--- config.mk ---
export PLATFORM = sky130hd
export DESIGN_NAME = spi_regport
export DESIGN_NICKNAME = d
export VERILOG_FILES = /design/src/rtl/spi_regport_pkg.sv /design/src/rtl/spi_regport_sync.sv /design/src/rtl/spi_regport_frame.sv /design/src/rtl/spi_regport_regs.sv /design/src/rtl/spi_regport.sv
export SDC_FILE = /design/constraint.sdc
export NUM_CORES = 1
export LEC_CHECK = 0
export ABC_AREA = 1
export BUFFER_PORTS_ARGS = -buffer_cell sky130_fd_sc_hd__buf_4
export CORE_UTILIZATION = 30
export DETAILED_ROUTE_END_ITERATION = 12
export PLACE_DENSITY = 0.56
export SLEW_MARGIN = 10
export SYNTH_ARGS = -nofsm -noshare
export SYNTH_HDL_FRONTEND = slang
export SYNTH_SLANG_ARGS = --single-unit
--- constraint.sdc ---
create_clock -name clk -period 21 [get_ports clk]
set_clock_uncertainty 0.1 [all_clocks]
set_input_delay 1.05 -clock clk [delete_from_list [all_inputs] [get_ports clk]]
set_output_delay 1.05 -clock clk [all_outputs]
set_load 0.03 [all_outputs]
--- src/rtl/spi_regport_pkg.sv ---
package spi_regport_pkg;

  localparam int unsigned SYNC_STAGES = 2;

  // Serial pins as seen from the system clock domain.
  typedef struct packed {
    logic sck;
    logic csb;
    logic mosi;
  } spi_pins_t;

  localparam spi_pins_t PINS_IDLE = '{sck: 1'b0, csb: 1'b1, mosi: 1'b0};

endpackage

--- src/rtl/spi_regport_sync.sv ---
module spi_regport_sync #(
  parameter int unsigned     WIDTH   = 1,
  parameter int unsigned     STAGES  = 2,
  parameter logic [WIDTH-1:0] RST_VAL = '0
) (
  input  logic             clk,
  input  logic             rst_n,
  input  logic [WIDTH-1:0] d,
  output logic [WIDTH-1:0] q
);

  logic [WIDTH-1:0] stg_q [STAGES];

  for (genvar g = 0; g < STAGES; g++) begin : g_stage
    logic [WIDTH-1:0] stg_d;
    if (g == 0) begin : g_first
      assign stg_d = d;
    end else begin : g_rest
      assign stg_d = stg_q[g-1];
    end
    always_ff @(posedge clk or negedge rst_n) begin
      if (!rst_n) stg_q[g] <= RST_VAL;
      else        stg_q[g] <= stg_d;
    end
  end

  assign q = stg_q[STAGES-1];

endmodule

--- src/rtl/spi_regport_frame.sv ---
module spi_regport_frame #(
  parameter int unsigned ADDR_W = 6,
  parameter int unsigned DATA_W = 8,
  localparam int unsigned FRAME_BITS = ADDR_W + DATA_W + 2,
  localparam int unsigned CNT_W = $clog2(FRAME_BITS + 1)
) (
  input  logic              clk,
  input  logic              rst_n,
  input  logic              sck_s,
  input  logic              csb_s,
  input  logic              mosi_s,
  input  logic [DATA_W-1:0] rd_data,
  output logic [ADDR_W-1:0] addr,
  output logic              rw_flag,
  output logic [CNT_W-1:0]  bit_cnt,
  output logic              wr_en,
  output logic [DATA_W-1:0] wr_data,
  output logic              miso,
  output logic              miso_oe
);

  localparam int unsigned SH_W = (ADDR_W > DATA_W) ? ADDR_W : DATA_W;
  localparam logic [CNT_W-1:0] RW_AT   = CNT_W'(ADDR_W);
  localparam logic [CNT_W-1:0] LOAD_AT = CNT_W'(ADDR_W + 2);
  localparam logic [CNT_W-1:0] LAST_AT = CNT_W'(FRAME_BITS - 1);
  localparam logic [CNT_W-1:0] FULL    = CNT_W'(FRAME_BITS);

  logic              sck_q;
  logic [CNT_W-1:0]  cnt_q,   cnt_d;
  logic [SH_W-1:0]   shf_q,   shf_d;
  logic [ADDR_W-1:0] addr_q,  addr_d;
  logic              rw_q,    rw_d;
  logic [DATA_W-1:0] tx_q,    tx_d;
  logic              miso_q,  miso_d;
  logic              we_q,    we_d;
  logic [DATA_W-1:0] wdat_q,  wdat_d;
  logic              rise, fall;

  assign rise = !csb_s &&  sck_s && !sck_q;
  assign fall = !csb_s && !sck_s &&  sck_q;

  always_comb begin
    cnt_d  = cnt_q;
    shf_d  = shf_q;
    addr_d = addr_q;
    rw_d   = rw_q;
    tx_d   = tx_q;
    miso_d = miso_q;
    we_d   = 1'b0;
    wdat_d = wdat_q;
    if (csb_s) begin
      cnt_d  = '0;
      rw_d   = 1'b0;
      miso_d = 1'b0;
    end else begin
      if (rise && (cnt_q < FULL)) begin
        cnt_d = cnt_q + 1'b1;
        shf_d = {shf_q[SH_W-2:0], mosi_s};
        if (cnt_q == RW_AT) begin
          addr_d = shf_q[ADDR_W-1:0];
          rw_d   = mosi_s;
        end
        if ((cnt_q == LAST_AT) && rw_q) begin
          we_d   = 1'b1;
          wdat_d = {shf_q[DATA_W-2:0], mosi_s};
        end
      end
      if (fall) begin
        if ((cnt_q == LOAD_AT) && !rw_q) begin
          miso_d = rd_data[DATA_W-1];
          tx_d   = rd_data << 1;
        end else if ((cnt_q > LOAD_AT) && (cnt_q < FULL) && !rw_q) begin
          miso_d = tx_q[DATA_W-1];
          tx_d   = tx_q << 1;
        end else begin
          miso_d = 1'b0;
        end
      end
    end
  end

  always_ff @(posedge clk or negedge rst_n) begin
    if (!rst_n) begin
      sck_q  <= 1'b0;
      cnt_q  <= '0;
      shf_q  <= '0;
      addr_q <= '0;
      rw_q   <= 1'b0;
      tx_q   <= '0;
      miso_q <= 1'b0;
      we_q   <= 1'b0;
      wdat_q <= '0;
    end else begin
      sck_q  <= sck_s;
      cnt_q  <= cnt_d;
      shf_q  <= shf_d;
      addr_q <= addr_d;
      rw_q   <= rw_d;
      tx_q   <= tx_d;
      miso_q <= miso_d;
      we_q   <= we_d;
      wdat_q <= wdat_d;
    end
  end

  assign addr    = addr_q;
  assign rw_flag = rw_q;
  assign bit_cnt = cnt_q;
  assign wr_en   = we_q;
  assign wr_data = wdat_q;
  assign miso    = miso_q;
  assign miso_oe = !csb_s;

endmodule

--- src/rtl/spi_regport_regs.sv ---
module spi_regport_regs #(
  parameter int unsigned ADDR_W   = 6,
  parameter int unsigned DATA_W   = 8,
  parameter int unsigned IRQ_ADDR = 42,
  parameter int unsigned IRQ_BIT  = 0
) (
  input  logic              clk,
  input  logic              rst_n,
  input  logic              wr_en,
  input  logic [ADDR_W-1:0] wr_addr,
  input  logic [DATA_W-1:0] wr_data,
  input  logic [ADDR_W-1:0] rd_addr,
  output logic [DATA_W-1:0] rd_data,
  output logic              irq
);

  localparam int unsigned DEPTH = 1 << ADDR_W;

  logic [DATA_W-1:0] mem_q [DEPTH];

  for (genvar g = 0; g < DEPTH; g++) begin : g_entry
    logic hit;
    assign hit = wr_en && (wr_addr == ADDR_W'(g));
    always_ff @(posedge clk or negedge rst_n) begin
      if (!rst_n)   mem_q[g] <= '0;
      else if (hit) mem_q[g] <= wr_data;
    end
  end

  assign rd_data = mem_q[rd_addr];
  assign irq     = mem_q[IRQ_ADDR][IRQ_BIT];

endmodule

--- src/rtl/spi_regport.sv ---
module spi_regport #(
  parameter int unsigned ADDR_W   = 6,
  parameter int unsigned DATA_W   = 8,
  parameter int unsigned IRQ_ADDR = 42,
  parameter int unsigned IRQ_BIT  = 0
) (
  input  logic clk,
  input  logic rst_n,
  input  logic sck,
  input  logic csb,
  input  logic mosi,
  output logic miso,
  output logic miso_oe,
  output logic irq
);

  import spi_regport_pkg::*;

  localparam int unsigned FRAME_BITS = ADDR_W + DATA_W + 2;
  localparam int unsigned CNT_W      = $clog2(FRAME_BITS + 1);

  // Reset: asserted asynchronously, released on the clock.
  logic [1:0] rst_pipe_q;
  logic       rst_sync_n;

  always_ff @(posedge clk or negedge rst_n) begin
    if (!rst_n) rst_pipe_q <= 2'b00;
    else        rst_pipe_q <= {rst_pipe_q[0], 1'b1};
  end
  assign rst_sync_n = rst_pipe_q[1];

  spi_pins_t pins_raw, pins_s;
  assign pins_raw = '{sck: sck, csb: csb, mosi: mosi};

  spi_regport_sync #(
    .WIDTH   ($bits(spi_pins_t)),
    .STAGES  (SYNC_STAGES),
    .RST_VAL (PINS_IDLE)
  ) sync_i (
    .clk   (clk),
    .rst_n (rst_sync_n),
    .d     (pins_raw),
    .q     (pins_s)
  );

  logic [ADDR_W-1:0] frm_addr;
  logic              frm_rw;
  logic [CNT_W-1:0]  frm_cnt;
  logic              frm_we;
  logic [DATA_W-1:0] frm_wdata;
  logic [DATA_W-1:0] reg_rdata;

  spi_regport_frame #(
    .ADDR_W (ADDR_W),
    .DATA_W (DATA_W)
  ) frame_i (
    .clk     (clk),
    .rst_n   (rst_sync_n),
    .sck_s   (pins_s.sck),
    .csb_s   (pins_s.csb),
    .mosi_s  (pins_s.mosi),
    .rd_data (reg_rdata),
    .addr    (frm_addr),
    .rw_flag (frm_rw),
    .bit_cnt (frm_cnt),
    .wr_en   (frm_we),
    .wr_data (frm_wdata),
    .miso    (miso),
    .miso_oe (miso_oe)
  );

  spi_regport_regs #(
    .ADDR_W   (ADDR_W),
    .DATA_W   (DATA_W),
    .IRQ_ADDR (IRQ_ADDR),
    .IRQ_BIT  (IRQ_BIT)
  ) regs_i (
    .clk     (clk),
    .rst_n   (rst_sync_n),
    .wr_en   (frm_we),
    .wr_addr (frm_addr),
    .wr_data (frm_wdata),
    .rd_addr (frm_addr),
    .rd_data (reg_rdata),
    .irq     (irq)
  );

endmodule

### Yosys cells after proc, flatten, opt, wreduce, memory -nomap -nowiden

Cells that the tools add are included.

* output and inout bits: 3
* register bits: 558

* magnitude comparators: 3
* mux-type cells: 17
* eq/ne operators: 66
* reductions and logical operators: 87
* $add $sub $neg: 1
* bitwise gates (word level): 2

Operator list (count)
* $eq 6x6->1 const B: 32
* $eq 6x5->1 const B: 16
* $logic_and 1x1->1: 73
* $bmux 8 s6: 1
* $eq 6x4->1 const B: 8
* $mux 8: 4
* $eq 6x3->1 const B: 4
* $eq 6x2->1 const B: 2
* $eq 5x4->1 const B: 2
* $mux 1: 10
* $mux 5: 2
* $reduce_and 3->1: 3
* $reduce_bool 2->1: 4
* $ge 7x7->1 const B: 1
* $not 6->7: 1
* $eq 6x1->1 const B: 1
* $logic_not 6->1: 1
* $add 5x1->5 const B: 1
* $eq 5x3->1 const B: 1
* $gt 5x4->1 const B: 1
* $lt 5x5->1 const B: 1
* $logic_not 1->1: 4
* $reduce_and 2->1: 2
* $not 1->1: 1

### Depth between registers and ports, before layout

Gate-level depths: netlist (run 1).

* depth after elaboration: 7
* gate-level depth with buffers: 16
* gate-level depth less buffers: 14

### Hierarchy

From an unflattened synthesis (run 1), not the netlist that was laid out.

* cell total of the unflattened synthesis: 3158
* area total of the unflattened synthesis: 26208.9 µm²

Modules (own cells, without submodules)
* spi_regport_regs: area an instance 24237.0 µm², cells an instance 2955, times used 1
* spi_regport_frame: area an instance 1765.4 µm², cells an instance 194, times used 1
* spi_regport_sync: area an instance 152.6 µm², cells an instance 6, times used 1
* spi_regport: area an instance 53.8 µm², cells an instance 3, times used 1

### Worst setup path before layout (run 1)

No wires, ideal clock.

* path kind: reg-to-output
* from: register sync_i.stg_q, in the netlist sync_i.q[1]
* to: output miso_oe
* path buffers: 0
* cell stages (with the launch flop): 2
* data required time: 19.850 ns
* path slack: 19.131 ns
* arrival: 0.719 ns
* cell sequence: dfstp_2 -> inv_1

* cells in the longest elaborated chain, start to end: 1

RTL lines
* from (decl): RTL line spi_regport_sync.sv:12 `logic [WIDTH-1:0] stg_q [STAGES];`
* from (signal, indexed assignment): RTL line spi_regport_sync.sv:23 `else stg_q[g] <= stg_d;`
* $logic_not 1->1: RTL line spi_regport_frame.sv:112 `assign miso_oe = !csb_s;`
* to (decl): RTL line spi_regport.sv:13 `output logic miso_oe,`

No other way between the ends.

### Worst setup path in the final report (run 1)

* from: register frame_i.addr_q[1], in the netlist frame_i.addr[1]
* to: register regs_i.mem_q[138] (netlist bit)

* cells in the longest elaborated chain, start to end: 2

RTL lines
* from (decl): RTL line spi_regport_frame.sv:31 `logic [ADDR_W-1:0] addr_q, addr_d;`
* from (signal assigned): RTL line spi_regport_frame.sv:97 `addr_q <= addr_d;`
* $eq 6x6->1: RTL line spi_regport_regs.sv:23 `assign hit = wr_en && (wr_addr == ADDR_W'(g));`
* $logic_and 1x1->1: RTL line spi_regport_regs.sv:23
* to (signal, indexed assignment): RTL line spi_regport_regs.sv:26 `else if (hit) mem_q[g] <= wr_data;`
* to (decl): RTL line spi_regport_regs.sv:19 `logic [DATA_W-1:0] mem_q [DEPTH];`

No other way between the ends.
A chain may end at the register's enable or synchronous reset.

==> results.ini, run 1 <==
[outcome]
status = finished, final reports clean

[route]
dr.pass1.iters = 6
drt_iter0_markers = 2012
viasPerCell = 4.89
drc = 0
wl_per_cell_um = 18.1
postRouteAntennaNets = 0
dr_total_vias = 20400
drt-total-wl_mm = 75.4

[setup_path]
r2r_start = frame_i.addr[1]
worstPathArrival_ns = 4.40
crit_type = flip-flop to flip-flop
regToRegSetupSlack_ns = 16.99
path_max_fanout = 49
crit_chain = inv_2 > nor2_4 > buf_4 > buf_4 > inv_2 > nor2_2 > nand2_1 > nand2_1 > o21ai_1
crit_end = regs_i.mem_q[138]
cp_slowest_cell = dfrtp_2
r2r_end = regs_i.mem_q[138]
cp-end-kind = flip-flop
required_ns = 21.39
crit_path_start = frame_i.addr[1]
max_stage_delay_ns = 0.65
r2r_cells = 9
start_kind = flip-flop

[grt]
grt_max_degree = 166
grt_pass1_vias = 19600
grt.overflow.total = 0
grt.total_usage_pct = 18.0
antenna_found_initial = 0
gr-usage-met3_pct = 2.18
grt-busiest-layer = met2
grt_use_met1_pct = 25.8
grt_use_met2_pct = 28.1
grt_pass1_wl_mm = 120

[timing]
slew_violations = 0
max_freq_mhz = 249
slew-limit-headroom_pct = 20.5
rsz0062_at_grt = false
min_period_ns = 4.01
setup_tns_ns = 0
hold_slack_ns = 0.0966
finalCritPeriodShare_pct = 19.1
worst_pin_slew_ns = 1.19
hold_viol = 0
setup_viol = 0
setup_slack_ns = 16.99

[min_path]
min_path_type = input port to asynchronous set/reset pin

[finish]
fin_util_pct = 33.8
diodes = 0
nNetsFinal = 3072
drive_gt1_share_pct = 6.51
syn_to_final_growth_pct = 10.8
layout_common_cells = 1,427 x nand2_1, 552 x dfrtp_1, 349 x o21ai_1
nFillCells = 8790
fin_area_mm2 = 0.0279
final_common_cell = nand2_1

[cts]
cts_hold_buf = 0
clock_latency_ns = 0.64
cts_made_buffers = 61
h-tree-depth = 2
postCtsSetupBuffers = 0
cts_root_buffer = clkbuf_16
cts_num_sinks = 557
cts_tree = built
cts.repair.resized = 0
cts_buffer_depth = 3
path_clk_slew_ns = 0.06

[yosys]
ys_warn_count = 0
netlist_area_mm2 = 0.0251
ys_types = 29
syn_avg_cell_area_um2 = 7.94
async_flop_share_pct = 100
yosysSeqAreaShare_pct = 55.5
synth_cells = 3167
synth_edf_count = 0
ys_seq_elements = 557
synth_fp_nets = 3176
ys.flop_type = dfrtp_1

[floorplan]
die_area_mm2 = 0.0849
core_area_mm2 = 0.0825
num_io_pins = 8
die_w_um = 291
initial_core_util_pct = 30.5
rows = 105
die_h_um = 291

[power]
ir_drop_v = 0.0000635
p_leak_uw = 0.0125
p_per_area_mw_per_mm2 = 78.7

[place]
postPlaceCellArea_mm2 = 0.0258
place_ws_ns = 17.02
hpwl_mm = 45.5
port-buffer-count = 7
gp_congestion = 0.909

[job]
maxCapViolCount = 0

worst min-delay path by stage:
stage,startpoint,to,depth (start not counted)
after global routing,rst_n,rst_pipe_q[0],1
final,rst_n,rst_pipe_q[1],1
after CTS,rst_n,rst_pipe_q[1],1
after detailed placement,sync_i.g_stage[1].stg_d[0],sync_i.q[0],0
after floorplan,rst_pipe_q[0],rst_pipe_q[1],0
after global placement,sync_i.g_stage[1].stg_d[0],sync_i.q[0],0
state kept, by name (all words and copies together), names as in the netlist, 3 cells and up:
name / count
sync_i.g_stage.stg_d: 3
frame_i.addr: 6
frame_i.shf_q: 7
frame_i.wr_data: 8
frame_i.bit_cnt: 5
regs_i.mem_q: 511
sync_i.q: 3
frame_i.tx_q: 7
cell type report:
cell class	instances	area, um2	share of cell area (%)
sequential	557	13900	50.1
tap	1070	1340	4.81
multi-input combinational	2311	9920	35.6
inverter	100	380	1.37
timing repair buffer	32	265	0.952
clock inverter	14	149	0.535
clock buffer	91	1850	6.65
cells in the mapped netlist, types with 2 or more instances:
cell | instances | share of area (%)
o21ai_0 | 193 | 3.8
nor2_1 | 124 | 1.9
ha_1 | 4 | 0.20
o21bai_1 | 2 | 0.060
inv_1 | 84 | 1.3
nand3_1 | 69 | 1.4
a22oi_1 | 36 | 1.1
buf_2 | 70 | 1.4
buf_6 | 6 | 0.27
a21oi_1 | 32 | 0.64
nor3_1 | 2 | 0.040
buf_4 | 5 | 0.15
buf_1 | 13 | 0.19
inv_2 | 14 | 0.21
o21ai_1 | 349 | 6.9
nor3_2 | 4 | 0.16
nor2_2 | 15 | 0.37
nand4_1 | 24 | 0.60
nor2_4 | 10 | 0.45
dfrtp_1 | 555 | 55
dfstp_2 | 2 | 0.21
clkbuf_1 | 105 | 1.6
nand2_2 | 16 | 0.40
nand2_1 | 1427 | 21
nand2_4 | 2 | 0.090
routing by layer:
metal / up-vias / routed length [um]
li1: 9906 / -
met1: 9837 / 35700
met2: 552 / 33300
met3: 131 / 4000
met4: 0 / 2340
met5: - / 0
where the power goes:
part | total (uW) | internal (uW) | switching (uW)
clock network | 1080 | 638 | 443
registers | 1080 | 1080 | 4.41
logic | 27.4 | 3.34 | 24.1
total | 2190 | 1720 | 472
metrics by stage:
stage               total power (uW)  instances
floorplan                       1120       3167
global placement                1130       4070
detailed placement              1130       4070
CTS                             2210       4175
global route                    2260       4175
finish                          2190       4175
critical path: cells and delay by family, from the launching register on:
kind	cells	cell delay, ns
buffers and inverters	4	1.77
and+or+nand+nor	4	1.20
DFF	1	0.65
AOI/OAI and AO/OA	1	0.08
logic make-up (layout without fill, tap and decap cells):
group                      after synthesis  count (layout)  share of synthesized area (%)
and+or+nand+nor                       1693            1693                           26.6
AOI/OAI and AO/OA                      613             613                           12.6
DFF                                    557             557                           55.5
buffers and inverters                  299             237                           5.08
adders and majority gates                4               4                          0.199
other                                    1               1                         0.0149
No activity file was read; power rests on OpenSTA's default activity.
==> run 2, diff against run 1 <==
--- a/config.mk
+++ b/config.mk
@@ -9,7 +9,7 @@
 export BUFFER_PORTS_ARGS = -buffer_cell sky130_fd_sc_hd__buf_4
 export CORE_UTILIZATION = 30
 export DETAILED_ROUTE_END_ITERATION = 12
-export PLACE_DENSITY = 0.56
+export PLACE_DENSITY = 0.57
 export SLEW_MARGIN = 10
 export SYNTH_ARGS = -nofsm -noshare
 export SYNTH_HDL_FRONTEND = slang
==> constraint.sdc (replaced) <==
create_clock -name clk -period 3.3 [get_ports clk]
set_clock_uncertainty 0.1 [all_clocks]
set_input_delay 0.165 -clock clk [delete_from_list [all_inputs] [get_ports clk]]
set_output_delay 0.165 -clock clk [all_outputs]
set_load 0.03 [all_outputs]
==> results.ini, run 2 (synthesized netlist as in run 1, its figures left out) <==
[outcome]
status = finished, final reports clean  ; unchanged

[cts]
h-tree-depth = 2  ; unchanged
clock_latency_ns = 0.64  ; about the same
path_clk_slew_ns = 0.06  ; about the same
cts_buffer_depth = 3  ; unchanged
cts_made_buffers = 61  ; unchanged
cts_tree = built  ; unchanged
cts_num_sinks = 557  ; unchanged
cts_root_buffer = clkbuf_16  ; unchanged

[timing]
setup_viol = 0  ; unchanged
hold_slack_ns = 0.0927  ; was 0.0966 ns
max_freq_mhz = 371  ; was 249 MHz
slew_violations = 0  ; unchanged
hold_viol = 0  ; unchanged
worst_pin_slew_ns = 0.837  ; was 1.19 ns
setup_tns_ns = 0  ; unchanged
finalCritPeriodShare_pct = 81.8  ; was 19.1%
rsz0062_at_grt = false  ; unchanged
min_period_ns = 2.70  ; was 4.01 ns
slew-limit-headroom_pct = 44.1  ; was 20.5%
setup_slack_ns = 0.601  ; was 16.99 ns

[setup_path]
worstPathArrival_ns = 3.10  ; was 4.40 ns
start_kind = flip-flop  ; unchanged
required_ns = 3.70  ; was 21.39 ns
cp_slowest_cell = nand2_1  ; was dfrtp_2
max_stage_delay_ns = 0.51  ; was 0.65 ns
crit_chain = buf_4 > nor2_4 > inv_2 > nor2_2 > nand2_1 > nand2_1 > o21ai_1  ; was inv_2 > nor2_4 > buf_4 > buf_4 > inv_2 > nor2_2 > nand2_1 > nand2_1 > o21ai_1
path_max_fanout = 27  ; was 49
cp-end-kind = flip-flop  ; unchanged
crit_type = flip-flop to flip-flop  ; unchanged
crit_path_frequent_cell = nand2_1

[finish]
nFillCells = 8809  ; was 8,790
layout_common_cells = 1,427 x nand2_1, 552 x dfrtp_1, 349 x o21ai_1  ; unchanged
largest_reg_flops = 511  ; unchanged
syn_to_final_growth_pct = 12.7  ; was 10.8%
nNetsFinal = 3117  ; was 3,072
top_register = regs_i.mem_q  ; unchanged
fin_area_mm2 = 0.0283  ; was 0.0279 mm2
final_common_cell = nand2_1  ; unchanged
diodes = 0  ; unchanged
drive_gt1_share_pct = 7.52  ; was 6.51%

[floorplan]
die_area_mm2 = 0.0849  ; unchanged
rows = 105  ; unchanged
die_h_um = 291  ; unchanged
core_area_mm2 = 0.0825  ; unchanged
num_io_pins = 8  ; unchanged
initial_core_util_pct = 30.5  ; unchanged
die_w_um = 291  ; unchanged

[route]
drt_iter0_markers = 1660  ; was 2,012
viasPerCell = 4.82  ; was 4.89
dr_total_vias = 20400  ; about the same
dr.pass1.iters = 6  ; unchanged
drc = 0  ; unchanged
wl_per_cell_um = 17.6  ; was 18.1 um
met1Wirelength_mm = 34.7  ; was 35.7 mm
dr_wl_met2_mm = 33.6  ; was 33.3 mm
wl_met3_mm = 3.85  ; was 4.00 mm
drt-total-wl_mm = 74.3  ; was 75.4 mm
postRouteAntennaNets = 0  ; unchanged
dr.max_layer_used = met4  ; unchanged

[place]
place_ws_ns = 0.622  ; was 17.02 ns
hpwl_mm = 46.7  ; was 45.5 mm
postPlaceCellArea_mm2 = 0.0264  ; was 0.0258 mm2
gp_congestion = 0.872  ; was 0.909
port-buffer-count = 7  ; unchanged

[job]
maxCapViolCount = 0  ; unchanged

[power]
p_leak_uw = 0.0128  ; was 0.0125 uW
p_per_area_mw_per_mm2 = 482  ; was 78.7 mW/mm2
ir_drop_v = 0.000381  ; was 0.0000635 V

[grt]
grt_max_degree = 110  ; was 166
grt.total_usage_pct = 17.7  ; was 18.0%
antenna_found_initial = 0  ; unchanged
grt_pass1_vias = 19800  ; was 19.6k
grt.overflow.total = 0  ; unchanged
grt_pass1_wl_mm = 119  ; was 120 mm

[min_path]
min_path_type = input port to flip-flop  ; was input port to asynchronous set/reset pin

## run 2: cell types whose count changed in the layout (fill, tap and decap cells not counted)
cell,before,now
buf_12,2,21
buf_4,30,51
bufinv_16,3,1
clkbuf_1,11,18
clkbuf_16,63,61
clkbuf_8,17,13
clkinv_2,12,13
clkinv_4,0,1
dlygate4sd3_1,0,5
inv_6,1,2
## run 2: path summary, 6_finish.rpt
check	start	to	slack, ns	cells past startpoint
min in group asynchronous	rst_pipe_q[1]	regs_i.mem_q[30]	0.26	0
hold reg to reg	sync_i.g_stage[1].stg_d[2]	sync_i.q[2]	0.25	0
max in group asynchronous	rst_pipe_q[1]	regs_i.mem_q[468]	1.72	2
setup reg to reg	frame_i.addr[1]	regs_i.mem_q[29]	0.60	7
setup / recovery	frame_i.addr[1]	regs_i.mem_q[29]	0.60	7
hold / removal	csb	sync_i.g_stage[1].stg_d[1]	0.09	2
## run 2: repair_timing
action,4_1_cts,5_1_grt
hold buffers,5,0
hold endpoints to repair,5,0
buffers inserted,0,0
gates resized for setup,0,0
## run 2: final cells by class
| class | count | area, um2 | share of cell area, % |
|---|---|---|---|
| Multi-Input combinational cell | 2311 | 9920 | 35.0 |
| Clock inverter | 15 | 111 | 0.393 |
| Sequential cell | 557 | 13900 | 49.3 |
| Clock buffer | 92 | 1770 | 6.26 |
| Inverter | 100 | 380 | 1.34 |
| Timing Repair Buffer | 77 | 853 | 3.01 |
| Tap cell | 1070 | 1340 | 4.73 |
## run 2: report_power, final
group	switching [uW]	total, uW	internal, uW
Sequential	24.8	6880	6860
Clock	2800	6550	3750
Combinational	164	207	42.6
Total	2990	13600	10600
## run 2: worst max-delay path: cells and delay by family, from the launching register on
kind,cells,cell delay (ns)
AND/OR/NAND/NOR,4,1.51
flip-flops,1,0.46
buffers and inverters,2,0.42
AO/OA/AOI/OAI,1,0.08
## run 2: metrics by stage
step / util, % / total power [uW] / std cells
after floorplan: - / 7120 / 3167
after global placement: 32.0 / 7220 / 4110
after detailed placement: 32.0 / 7220 / 4110
after CTS: 34.3 / 13800 / 4222
after global routing: 34.3 / 14100 / 4222
final: 34.3 / 13600 / 4222
## run 2: layer usage
metal | up-vias | track usage [%]
li1 | 10000 | -
met1 | 9771 | 24.7
met2 | 464 | 28.0
met3 | 116 | 2.67
met4 | 0 | 5.53
met5 | - | 0
==> run 3, diff against run 2 <==
==> constraint.sdc (replaced) <==
create_clock -name clk -period 2.2 [get_ports clk]
set_clock_uncertainty 0.1 [all_clocks]
set_input_delay 0.11 -clock clk [delete_from_list [all_inputs] [get_ports clk]]
set_output_delay 0.11 -clock clk [all_outputs]
set_load 0.03 [all_outputs]
==> results.ini, run 3 (synthesized netlist as in run 1, its figures left out) <==
[floorplan]
num_io_pins = 8  ; unchanged
die_w_um = 291  ; unchanged
initial_core_util_pct = 30.5  ; unchanged
die_area_mm2 = 0.0849  ; unchanged
rows = 105  ; unchanged
core_area_mm2 = 0.0825  ; unchanged
die_h_um = 291  ; unchanged

[job]
maxCapViolCount = 0  ; unchanged

[place]
gp_congestion = 0.915  ; was 0.872
postPlaceCellArea_mm2 = 0.0276  ; was 0.0264 mm2
hpwl_mm = 50.0  ; was 46.7 mm
place_inst = 4232  ; was 4,110
port-buffer-count = 7  ; unchanged

[setup_path]
regToRegSetupSlack_ns = -0.10  ; was 0.60 ns
r2r_end = frame_i.tx_q[6]  ; was regs_i.mem_q[29]
max_stage_delay_ns = 0.53  ; was 0.51 ns
r2r_start = frame_i.addr[0]  ; was frame_i.addr[1]
r2r_cells = 11  ; was 7
required_ns = 2.61  ; was 3.70 ns
path_delay_family = compound AO/OA/AOI/OAI gates  ; was simple AND/OR/NAND/NOR gates
cp.depth = 11  ; was 7
cp-end-kind = flip-flop  ; unchanged
start_kind = flip-flop  ; unchanged
crit_chain = buf_4 > nor2_4 > buf_12 > a22oi_1 > nand2_1 > nand2_1 > nand2_1 > o21ai_1 > nand3_1 > nand2_1 > nand2_1  ; was buf_4 > nor2_4 > inv_2 > nor2_2 > nand2_1 > nand2_1 > o21ai_1
crit_end = frame_i.tx_q[6]  ; was regs_i.mem_q[29]
path_max_fanout = 30  ; was 27
crit_type = flip-flop to flip-flop  ; unchanged
worstPathArrival_ns = 2.71  ; was 3.10 ns
path_buf_inv = 2  ; unchanged
cp_slowest_cell = dfrtp_4  ; was nand2_1
crit_path_frequent_cell = nand2_1  ; unchanged
crit_path_start = frame_i.addr[0]  ; was frame_i.addr[1]

[cts]
cts_tree = built  ; unchanged
cts_num_sinks = 557  ; unchanged
h-tree-depth = 3  ; was 2
cts_made_buffers = 66  ; was 61
cts_root_buffer = clkbuf_16  ; unchanged
clock_latency_ns = 0.61  ; was 0.64 ns
path_clk_slew_ns = 0.06  ; about the same
cts_buffer_depth = 3  ; unchanged

[finish]
drive_gt1_share_pct = 12.1  ; was 7.52%
largest_reg_flops = 511  ; unchanged
fin_area_mm2 = 0.0301  ; was 0.0283 mm2
layout_common_cells = 1,421 x nand2_1, 552 x dfrtp_1, 349 x o21ai_1  ; was 1,427 x nand2_1, 552 x dfrtp_1, 349 x o21ai_1
final_cell_count_no_fill = 4364  ; was 4,222
top_register = regs_i.mem_q  ; unchanged
fin_util_pct = 36.5  ; was 34.3%
final-seq-area_mm2 = 0.0139  ; unchanged
nFillCells = 8619  ; was 8,809
diodes = 0  ; unchanged
nNetsFinal = 3251  ; was 3,117
multi_input_area_mm2 = 0.0100  ; was 0.00992 mm2
final_common_cell = nand2_1  ; unchanged
syn_to_final_growth_pct = 19.9  ; was 12.7%

[route]
drt-total-wl_mm = 76.3  ; was 74.3 mm
wl_per_cell_um = 17.5  ; was 17.6 um
dr.pass1.iters = 6  ; unchanged
drt_iter0_markers = 1732  ; was 1,660
viasPerCell = 4.85  ; was 4.82
drc = 0  ; unchanged
postRouteAntennaNets = 0  ; unchanged
dr_total_vias = 21200  ; was 20.4k

[power]
ir_drop_v = 0.000589  ; was 0.000381 V
total_power_uw = 21800  ; was 13,600 uW
p_leak_uw = 0.0137  ; was 0.0128 uW
p_per_area_mw_per_mm2 = 723  ; was 482 mW/mm2

[timing]
slew-limit-headroom_pct = 58.7  ; was 44.1%
rsz0062_at_grt = true  ; was false
setup_tns_ns = -0.163  ; was 0 ns
worst_pin_slew_ns = 0.619  ; was 0.837 ns
slew_violations = 0  ; unchanged
finalCritPeriodShare_pct = 105  ; was 81.8%
setup_slack_ns = -0.100  ; was 0.601 ns
setup_viol = 5  ; was 0
max_freq_mhz = 435  ; was 371 MHz
min_period_ns = 2.30  ; was 2.70 ns
hold_viol = 0  ; unchanged

[grt]
grt.overflow.total = 0  ; unchanged
grt_max_degree = 81  ; was 110
grt_pass1_vias = 20700  ; was 19.8k
antenna_found_initial = 1  ; was 0
grt.total_usage_pct = 18.3  ; was 17.7%
grt_pass1_wl_mm = 122  ; was 119 mm

[outcome]
violations = negative setup slack
status = finished with violations  ; was finished, final reports clean

[min_path]
min_path_type = input port to flip-flop  ; unchanged

## run 3: cell types whose count changed in the layout (fill, tap and decap cells not counted), moves of 6 or more
cell	change
buf_12	+24
buf_4	+93
buf_6	+10
clkbuf_16	+14
nand2_1	-6
nand2_4	+6
nor2_1	-9
## run 3: worst register-to-register path, stage by stage, from the launching register on
cell and delay [ns]:
dfrtp_4 0.53, buf_4 0.18, nor2_4 0.06, buf_12 0.17
a22oi_1 0.32, nand2_1 0.10, nand2_1 0.07, nand2_1 0.08
o21ai_1 0.32, nand3_1 0.13, nand2_1 0.09, nand2_1 0.05
## run 3: how the worst min path moves through the flow
stage	start	end	cells past startpoint	slack [ns]
after global routing	mosi	sync_i.g_stage[1].stg_d[0]	2	0.05
after detailed placement	rst_n	rst_pipe_q[0]	1	-0.20
final	mosi	sync_i.g_stage[1].stg_d[0]	2	0.07
after global placement	rst_n	rst_pipe_q[0]	1	-0.20
after CTS	mosi	sync_i.g_stage[1].stg_d[0]	2	0.04
after floorplan	rst_n	rst_pipe_q[0]	0	-0.29
## run 3: power breakdown
part | internal (uW) | leakage [uW] | switching, uW
clock | 6750 | 0.00110 | 4390
combinational | 64.9 | 0.00489 | 254
sequential | 10300 | 0.00775 | 22.0
## run 3: final cells by class
class | count | share of cell area (%)
Sequential cell | 557 | 46.3
Multi-Input combinational cell | 2311 | 33.3
Timing Repair Buffer | 206 | 7.28
Clock buffer | 101 | 6.78
Tap cell | 1070 | 4.44
Inverter | 100 | 1.31
Clock inverter | 19 | 0.573
## run 3: layer usage
| layer | vias to the layer above | part of all wire, % | track usage, % |
|---|---|---|---|
| met5 | - | 0.014 | 0 |
| met4 | 2 | 2.9 | 6.35 |
| met3 | 130 | 5.7 | 3.02 |
| met2 | 548 | 45 | 28.8 |
| met1 | 10200 | 46 | 25.3 |
| li1 | 10300 | - | - |
## run 3: stage by stage
| step | hold slack (ns) | setup WS (ns) |
|---|---|---|
| 3_5_place_dp | -0.197 | -0.115 |
| 3_3_place_gp | -0.197 | -0.137 |
| 6_report | 0.0695 | -0.100 |
| 5_1_grt | 0.0529 | -0.181 |
| 4_1_cts | 0.0379 | -0.0688 |
| 2_1_floorplan | -0.286 | -3.31 |
## run 3: repair_timing
action                                  4_1_cts  5_1_grt
cloned                                        0        2
buffers inserted                              4        1
gates resized for setup                      15       36
hold endpoints to repair                      5        0
endpoints found under the setup margin       54      173
pin swaps                                     3        7
hold buffers                                  5        0
